==> src/rtl/occ_ind_pkg.sv <==
package occ_ind_pkg;

  typedef enum logic [1:0] {
    ZONE_SAFE  = 2'b00,
    ZONE_WARN  = 2'b01,
    ZONE_ALERT = 2'b10,
    ZONE_DARK  = 2'b11
  } zone_e;

  // Range code from the two low bits of the tens digit.
  function automatic zone_e zone_of(input logic [1:0] low_bits);
    return zone_e'(low_bits);
  endfunction

  // True on the last cycle of a half period.
  function automatic logic half_done(input int unsigned cnt, input int unsigned half);
    return (cnt + 1) >= half;
  endfunction

endpackage

==> src/rtl/occ_zone_decode.sv <==
module occ_zone_decode
  import occ_ind_pkg::*;
#(
  parameter int DIGIT_W = 4
) (
  input  logic [DIGIT_W-1:0] digit,
  output zone_e              zone,
  output logic               is_safe,
  output logic               is_warn,
  output logic               is_alert
);

  assign zone     = zone_of(digit[1:0]);
  assign is_safe  = (zone == ZONE_SAFE);
  assign is_warn  = (zone == ZONE_WARN);
  assign is_alert = (zone == ZONE_ALERT);

endmodule

==> src/rtl/occ_flash_gen.sv <==
module occ_flash_gen
  import occ_ind_pkg::*;
#(
  parameter int HALF_CYC = 25_000_000
) (
  input  logic clk,
  input  logic rst_n,
  input  logic run,
  output logic blink
);

  localparam int CNT_W = (HALF_CYC > 1) ? $clog2(HALF_CYC) : 1;

  logic [CNT_W-1:0] cnt_q;
  logic             phase_q;
  logic             wrap;

  assign wrap  = half_done(int'(cnt_q), HALF_CYC);
  assign blink = phase_q;

  always_ff @(posedge clk) begin
    if (!rst_n || !run) begin
      cnt_q   <= '0;
      phase_q <= 1'b0;
    end else if (wrap) begin
      cnt_q   <= '0;
      phase_q <= ~phase_q;
    end else begin
      cnt_q   <= cnt_q + 1'b1;
    end
  end

  // the phase changes only when a half period ends
  a_r4_hold_phase: assert property (@(posedge clk) disable iff (!rst_n)
    (run && !wrap) |=> $stable(phase_q));

  // at the end of a half period the phase inverts
  a_r4_flip_phase: assert property (@(posedge clk) disable iff (!rst_n)
    (run && wrap) |=> (phase_q != $past(phase_q)));

  // a stop clears the blink and the phase counter
  a_r7_restart: assert property (@(posedge clk) disable iff (!rst_n)
    !run |=> (!phase_q && cnt_q == '0));

endmodule

==> src/rtl/occ_range_indicator.sv <==
module occ_range_indicator
  import occ_ind_pkg::*;
#(
  parameter int HALF_CYC = 25_000_000,
  parameter int DIGIT_W  = 4
) (
  input  logic               clk,
  input  logic               rst_n,
  input  logic [DIGIT_W-1:0] tens_bcd,
  input  logic               flash_en,
  output logic               led_green,
  output logic               led_yellow,
  output logic               led_red_a,
  output logic               led_red_b
);

  zone_e zone;
  logic  is_safe, is_warn, is_alert;
  logic  blink_run;
  logic  blink;
  logic  green_q, yellow_q;

  occ_zone_decode #(.DIGIT_W(DIGIT_W)) u_dec (
    .digit    (tens_bcd),
    .zone     (zone),
    .is_safe  (is_safe),
    .is_warn  (is_warn),
    .is_alert (is_alert)
  );

  assign blink_run = is_alert && flash_en;

  occ_flash_gen #(.HALF_CYC(HALF_CYC)) u_flash (
    .clk   (clk),
    .rst_n (rst_n),
    .run   (blink_run),
    .blink (blink)
  );

  always_ff @(posedge clk) begin
    if (!rst_n) begin
      green_q  <= 1'b0;
      yellow_q <= 1'b0;
    end else begin
      green_q  <= is_safe;
      yellow_q <= is_warn;
    end
  end

  assign led_green  = green_q;
  assign led_yellow = yellow_q;
  assign led_red_a  = blink;
  assign led_red_b  = blink;

  // safe code lights green only
  a_r2_green_only: assert property (@(posedge clk) disable iff (!rst_n)
    (tens_bcd[1:0] == 2'b00) |=> (led_green && !led_yellow && !led_red_a));

  // warning code lights yellow only
  a_r3_yellow_only: assert property (@(posedge clk) disable iff (!rst_n)
    (tens_bcd[1:0] == 2'b01) |=> (!led_green && led_yellow && !led_red_a));

  // unused code keeps every light dark
  a_r5_all_dark: assert property (@(posedge clk) disable iff (!rst_n)
    (tens_bcd[1:0] == 2'b11) |=> !(led_green || led_yellow || led_red_a || led_red_b));

  // disabled flashing forces red low
  a_r7_red_off: assert property (@(posedge clk) disable iff (!rst_n)
    !flash_en |=> !(led_red_a || led_red_b));

  // the red pair never disagrees
  a_r6_red_pair: assert property (@(posedge clk) disable iff (!rst_n)
    led_red_a == led_red_b);

  // the alert band never lights green or yellow
  a_r4_no_steady: assert property (@(posedge clk) disable iff (!rst_n)
    (tens_bcd[1:0] == 2'b10) |=> !(led_green || led_yellow));

endmodule

==> config.mk <==
export PLATFORM = sky130hd
export DESIGN_NAME = occ_range_indicator
export DESIGN_NICKNAME = d
export VERILOG_FILES = /design/src/rtl/occ_ind_pkg.sv /design/src/rtl/occ_zone_decode.sv /design/src/rtl/occ_flash_gen.sv /design/src/rtl/occ_range_indicator.sv
export SDC_FILE = /design/constraint.sdc
export NUM_CORES = 1
export LEC_CHECK = 0
export ABC_AREA = 1
export BUFFER_PORTS_ARGS = -buffer_cell sky130_fd_sc_hd__buf_2
export CORE_MARGIN = 4
export CORE_UTILIZATION = 33
export CTS_CLUSTER_SIZE = 24
export DETAILED_ROUTE_END_ITERATION = 6
export HOLD_SLACK_MARGIN = 0.06
export SLEW_MARGIN = 30
export SYNTH_ARGS = -nofsm -noshare
export SYNTH_HDL_FRONTEND = slang
export SYNTH_SLANG_ARGS = --single-unit
==> constraint.sdc <==
create_clock -name clk -period 3.1 [get_ports clk]
set_input_delay 0.62 -clock clk [delete_from_list [all_inputs] [get_ports clk]]
set_output_delay 0.62 -clock clk [all_outputs]
set_load 0.01 [all_outputs]
==> tab_implementation.tex <==
\begin{tabular}{lr}
\hline
Metric & Value \\
\hline
\multicolumn{2}{l}{\textbf{Die}} \\
\quad Core Rows & 26 \\
\quad Area of the die & 0.00653 mm² \\
\quad Count of pins on the block boundary & 11 \\
\quad CORE AREA & 0.00511 mm² \\
\quad Effective utilization at floorplan & 34.2\% \\
\quad Die outline height & 80.8 µm \\
\quad Die X-Extent & 80.8 µm \\
\multicolumn{2}{l}{\textbf{Drt}} \\
\quad DRT iter0 DRCs & 32 \\
\quad Post-route antenna net violation count & 0 \\
\quad \# DRC & 0 \\
\quad Routed wirelength normalized by instance count & 10.3 µm \\
\quad Via density per instance & 4.51 \\
\quad Wirelength, routed & 3550 µm \\
\quad Vias after detailed routing & around 1,600 \\
\quad Drt pass-1 iters & 4 \\
\multicolumn{2}{l}{\textbf{Status}} \\
\quad Run status & completed \\
\multicolumn{2}{l}{\textbf{Clocking}} \\
\quad Clock insertion delay at the later pin of the skew report & 0.28 ns \\
\quad CTS tree & yes \\
\quad Register clock-pin slew on the reported worst setup and hold paths & 0.10 ns \\
\quad Root buffer cell & sky130\_fd\_sc\_hd\_\_clkbuf\_8 \\
\quad CTS sink count & 28 \\
\quad Gates resized, CTS repair & 0 \\
\quad Total CTS buffers & 3 \\
\quad Post-CTS Hold Buffers & 0 \\
\quad Maximum count of clock buffers along a single path & 2 \\
\quad Post-CTS setup-driven buffer insertion count & 0 \\
\quad Number of levels in the clock H-tree & 1 \\
\multicolumn{2}{l}{\textbf{Placement}} \\
\quad Half-perimeter wire length after placement & 2810 µm \\
\quad Routability congestion estimate from global placement & approximately 0.85 \\
\quad Total cell area at the placement stage & 0.00185 mm² \\
\quad IO buf count & 8 \\
\multicolumn{2}{l}{\textbf{GRT}} \\
\quad Via count of the first global-routing pass & 1,495 \\
\quad Overflow after GRT & 0 \\
\quad Initial antenna violation count & 0 \\
\quad Combined global-route utilization of all metal layers & between 10 and 15\% \\
\quad Wire length of the first global-routing pass & 6420 µm \\
\quad Largest net degree at the start of global routing & 26 \\
\multicolumn{2}{l}{\textbf{Timing}} \\
\quad Total setup violations reported at the end of the flow & 0 \\
\quad Worst slew margin & 65.9\% \\
\quad Transition time of the tightest slew-check pin & 0.510 ns \\
\quad Final cycle utilization of the critical path & 80.8\% \\
\quad Clock skew & 0.00448 ns \\
\quad Fmax & 0.399 GHz \\
\quad Final-report hold violation count & 0 \\
\quad Period minus WS final & 2.50 ns \\
\quad Worst Hold Margin & 0.497 ns \\
\quad Accumulated negative setup slack & 0 ns \\
\quad Fin. max-slew vios & 0 \\
\quad Setup repair after global routing missed its margin & false \\
\multicolumn{2}{l}{\textbf{Final layout}} \\
\quad Fraction of final layout cells sized beyond drive strength 1 & 18.9\% \\
\quad Synth-to-layout area growth & 9.66\% \\
\quad Nets@finish & 285 \\
\quad Final non-filler cell area & 0.00192 mm² \\
\quad \# diodes & 0 \\
\quad Fin util & 37.5\% \\
\multicolumn{2}{l}{\textbf{Yosys}} \\
\quad Gate Count Post-Synth & $\sim$270 \\
\quad Number of synthesized flops with an enable pin & 0 \\
\quad Most frequently used cell type in the post-synthesis netlist & sky130\_fd\_sc\_hd\_\_nand2\_1 \\
\quad Fraction of synthesis flops using an asynchronous set or reset pin & 0\% \\
\quad FF+latch count, synth & 28 \\
\quad Sequential element share of the synthesized area & 32.1\% \\
\quad Syn nets & 275 \\
\quad Post-Syn Area & 0.00175 mm² \\
\quad Largest area contributor in the synthesized netlist & sky130\_fd\_sc\_hd\_\_dfxtp\_1 \\
\quad Portion of synthesized cell area occupied by the leading cell type & 32.1\% \\
\quad Most used standard cells in the synthesized netlist & 80 x sky130\_fd\_sc\_hd\_\_nand2\_1, 38 x sky130\_fd\_sc\_hd\_\_nor2\_1, 34 x sky130\_fd\_sc\_hd\_\_inv\_1 \\
\quad Main area contributors after synthesis & sky130\_fd\_sc\_hd\_\_dfxtp\_1 32\%, sky130\_fd\_sc\_hd\_\_nand2\_1 17\%, sky130\_fd\_sc\_hd\_\_nor2\_1 8.2\% \\
\quad Synth unique cells & 25 \\
\quad Mean area per synthesized cell & 6.57 µm² \\
\quad Ys Warns & 0 \\
\quad Most frequently used flop master after synthesis & sky130\_fd\_sc\_hd\_\_dfxtp\_1 \\
\multicolumn{2}{l}{\textbf{Setup path}} \\
\quad Required time at the endpoint of the critical path & 3.30 ns \\
\quad Arrival @ worst endpoint & 2.71 ns \\
\quad Critical Path Slowest Stage Cell & sky130\_fd\_sc\_hd\_\_dfxtp\_1 \\
\quad Critical path fanouts, max & 25 \\
\quad Critical Path Source Type & register \\
\quad Cell repeated most along the worst path & sky130\_fd\_sc\_hd\_\_nor2\_4 \\
\quad Cell-by-cell trace of the critical path & ha\_1 -> nand2\_2 -> nor2\_4 -> nand2\_4 -> nor2\_4 -> xor2\_1 -> inv\_1 -> nand3\_1 -> nand2\_1 -> nand3\_2 -> nand4\_4 -> a21oi\_1 \\
\quad Crit path capture type & register \\
\quad Slowest stage delay, CP & 0.43 ns \\
\quad Start-to-end type of the worst setup path & reg2reg \\
\quad Number of cells traversed by the worst register-to-register path & 12 \\
\multicolumn{2}{l}{\textbf{Pwr}} \\
\quad Sequential Power Share & 54.1\% \\
\quad Switch share & 19.5\% \\
\quad Combinational share of power & 1.7\% \\
\quad Leakage power of the design & 0.684 nW \\
\quad P\_int & 0.538 mW \\
\quad Sw Pwr & around 0.13 mW \\
\quad Share of power burned in the clock network & 44.2\% \\
\quad IR drop worst, VDD & 0.000219 V \\
\quad Power per Cell Area & 349 mW/mm² \\
\multicolumn{2}{l}{\textbf{Min path}} \\
\quad Class of the tightest hold or removal check & in2reg \\
\quad Min-Delay Path Depth & 2 \\
\multicolumn{2}{l}{\textbf{Job}} \\
\quad Number of maximum-capacitance violations & 0 \\
\hline
\end{tabular}
==> power by group through the flow <==
stage | sequential [mW] | clock (mW) | combinational [mW]
final | 0.362 | 0.296 | 0.0116
after global routing | 0.362 | 0.315 | 0.0138
after CTS | 0.362 | 0.303 | 0.0120
after detailed placement | 0.370 | 0 | 0.0120
after global placement | 0.370 | 0 | 0.0117
after floorplan | 0.370 | 0 | 0.00734
==> worst paths after layout <==
path | start | to | slack, ns
max | u_flash.cnt_q[0]$_SDFF_PP0_ | u_flash.cnt_q[9]$_SDFF_PP0_ | 0.60
min | tens_bcd[0] | led_green$_SDFF_PN0_ | 0.50
max reg2reg | u_flash.cnt_q[0]$_SDFF_PP0_ | u_flash.cnt_q[9]$_SDFF_PP0_ | 0.60
min reg2reg | u_flash.cnt_q[0]$_SDFF_PP0_ | u_flash.cnt_q[0]$_SDFF_PP0_ | 0.50
==> cell usage in the layout, fill, tap and decap left out, types with 5 or more instances in the layout <==
cell type                 netlist  routed
sky130_fd_sc_hd__buf_2          0       8
sky130_fd_sc_hd__nand2_2        8       8
sky130_fd_sc_hd__dfxtp_1       28      28
sky130_fd_sc_hd__nor2_2        19      19
sky130_fd_sc_hd__nor2_1        38      38
sky130_fd_sc_hd__nand2_1       80      80
sky130_fd_sc_hd__nand4_1        7       7
sky130_fd_sc_hd__nor2_4         5       5
sky130_fd_sc_hd__inv_1         34      34
sky130_fd_sc_hd__nand3_1       12      12
sky130_fd_sc_hd__a21oi_1        5       5
==> worst max-delay path: cells and delay by family, from the launching register on <==
family,cells,cell delay [ns]
AO/OA/AOI/OAI,1,0.26
adder cells (fa/ha/maj),1,0.26
AND/OR/NAND/NOR,8,1.17
buffers and inverters,1,0.08
flip-flops,1,0.43
XOR/XNOR,1,0.24
==> area by class of cell <==
type	instances	area (µm²)
fill	572	3190
multi-input combinational	201	1030
sequential	28	561
inverter	34	128
tap	70	87.6
clock buffer	3	41.3
timing repair buffer	8	40.0
clock inverter	1	30.0
==> kinds of logic (layout without fill, tap and decap cells) <==
group | count (synthesis) | in the layout | share of synthesized area (%)
compound gates | 13 | 13 | 4.65
xor+xnor | 6 | 6 | 3.01
fa+ha+maj | 2 | 2 | 1.43
buf+inv | 37 | 46 | 9.02
flops | 28 | 28 | 32.1
simple gates | 180 | 180 | 49.8
==> metrics by stage <==
step | setup WS, ns | instances | power, mW
final | 0.596 | 345 | 0.669
after global routing | 0.291 | 345 | 0.691
after CTS | 0.551 | 345 | 0.676
after detailed placement | 0.583 | 341 | 0.382
after global placement | 0.618 | 341 | 0.382
after floorplan | 1.14 | 266 | 0.378
==> registers in the layout (all words and copies together), names as in the netlist <==
register,flops
led_green,1
led_yellow,1
u_flash.blink,1
u_flash.cnt_q,25
==> layer usage <==
| layer | vias up | GRT usage [%] | routed length (µm) | part of all wire, % |
|---|---|---|---|---|
| li1 | 837 | - | - | - |
| met1 | 683 | 16.3 | 1790 | 50 |
| met2 | 28 | 20.3 | 1540 | 43 |
| met3 | 7 | 2.44 | 172 | 4.8 |
| met4 | 0 | 4.22 | 56 | 1.6 |
| met5 | - | 0 | 0 | 0 |
Power figures use the tool's default switching activity.
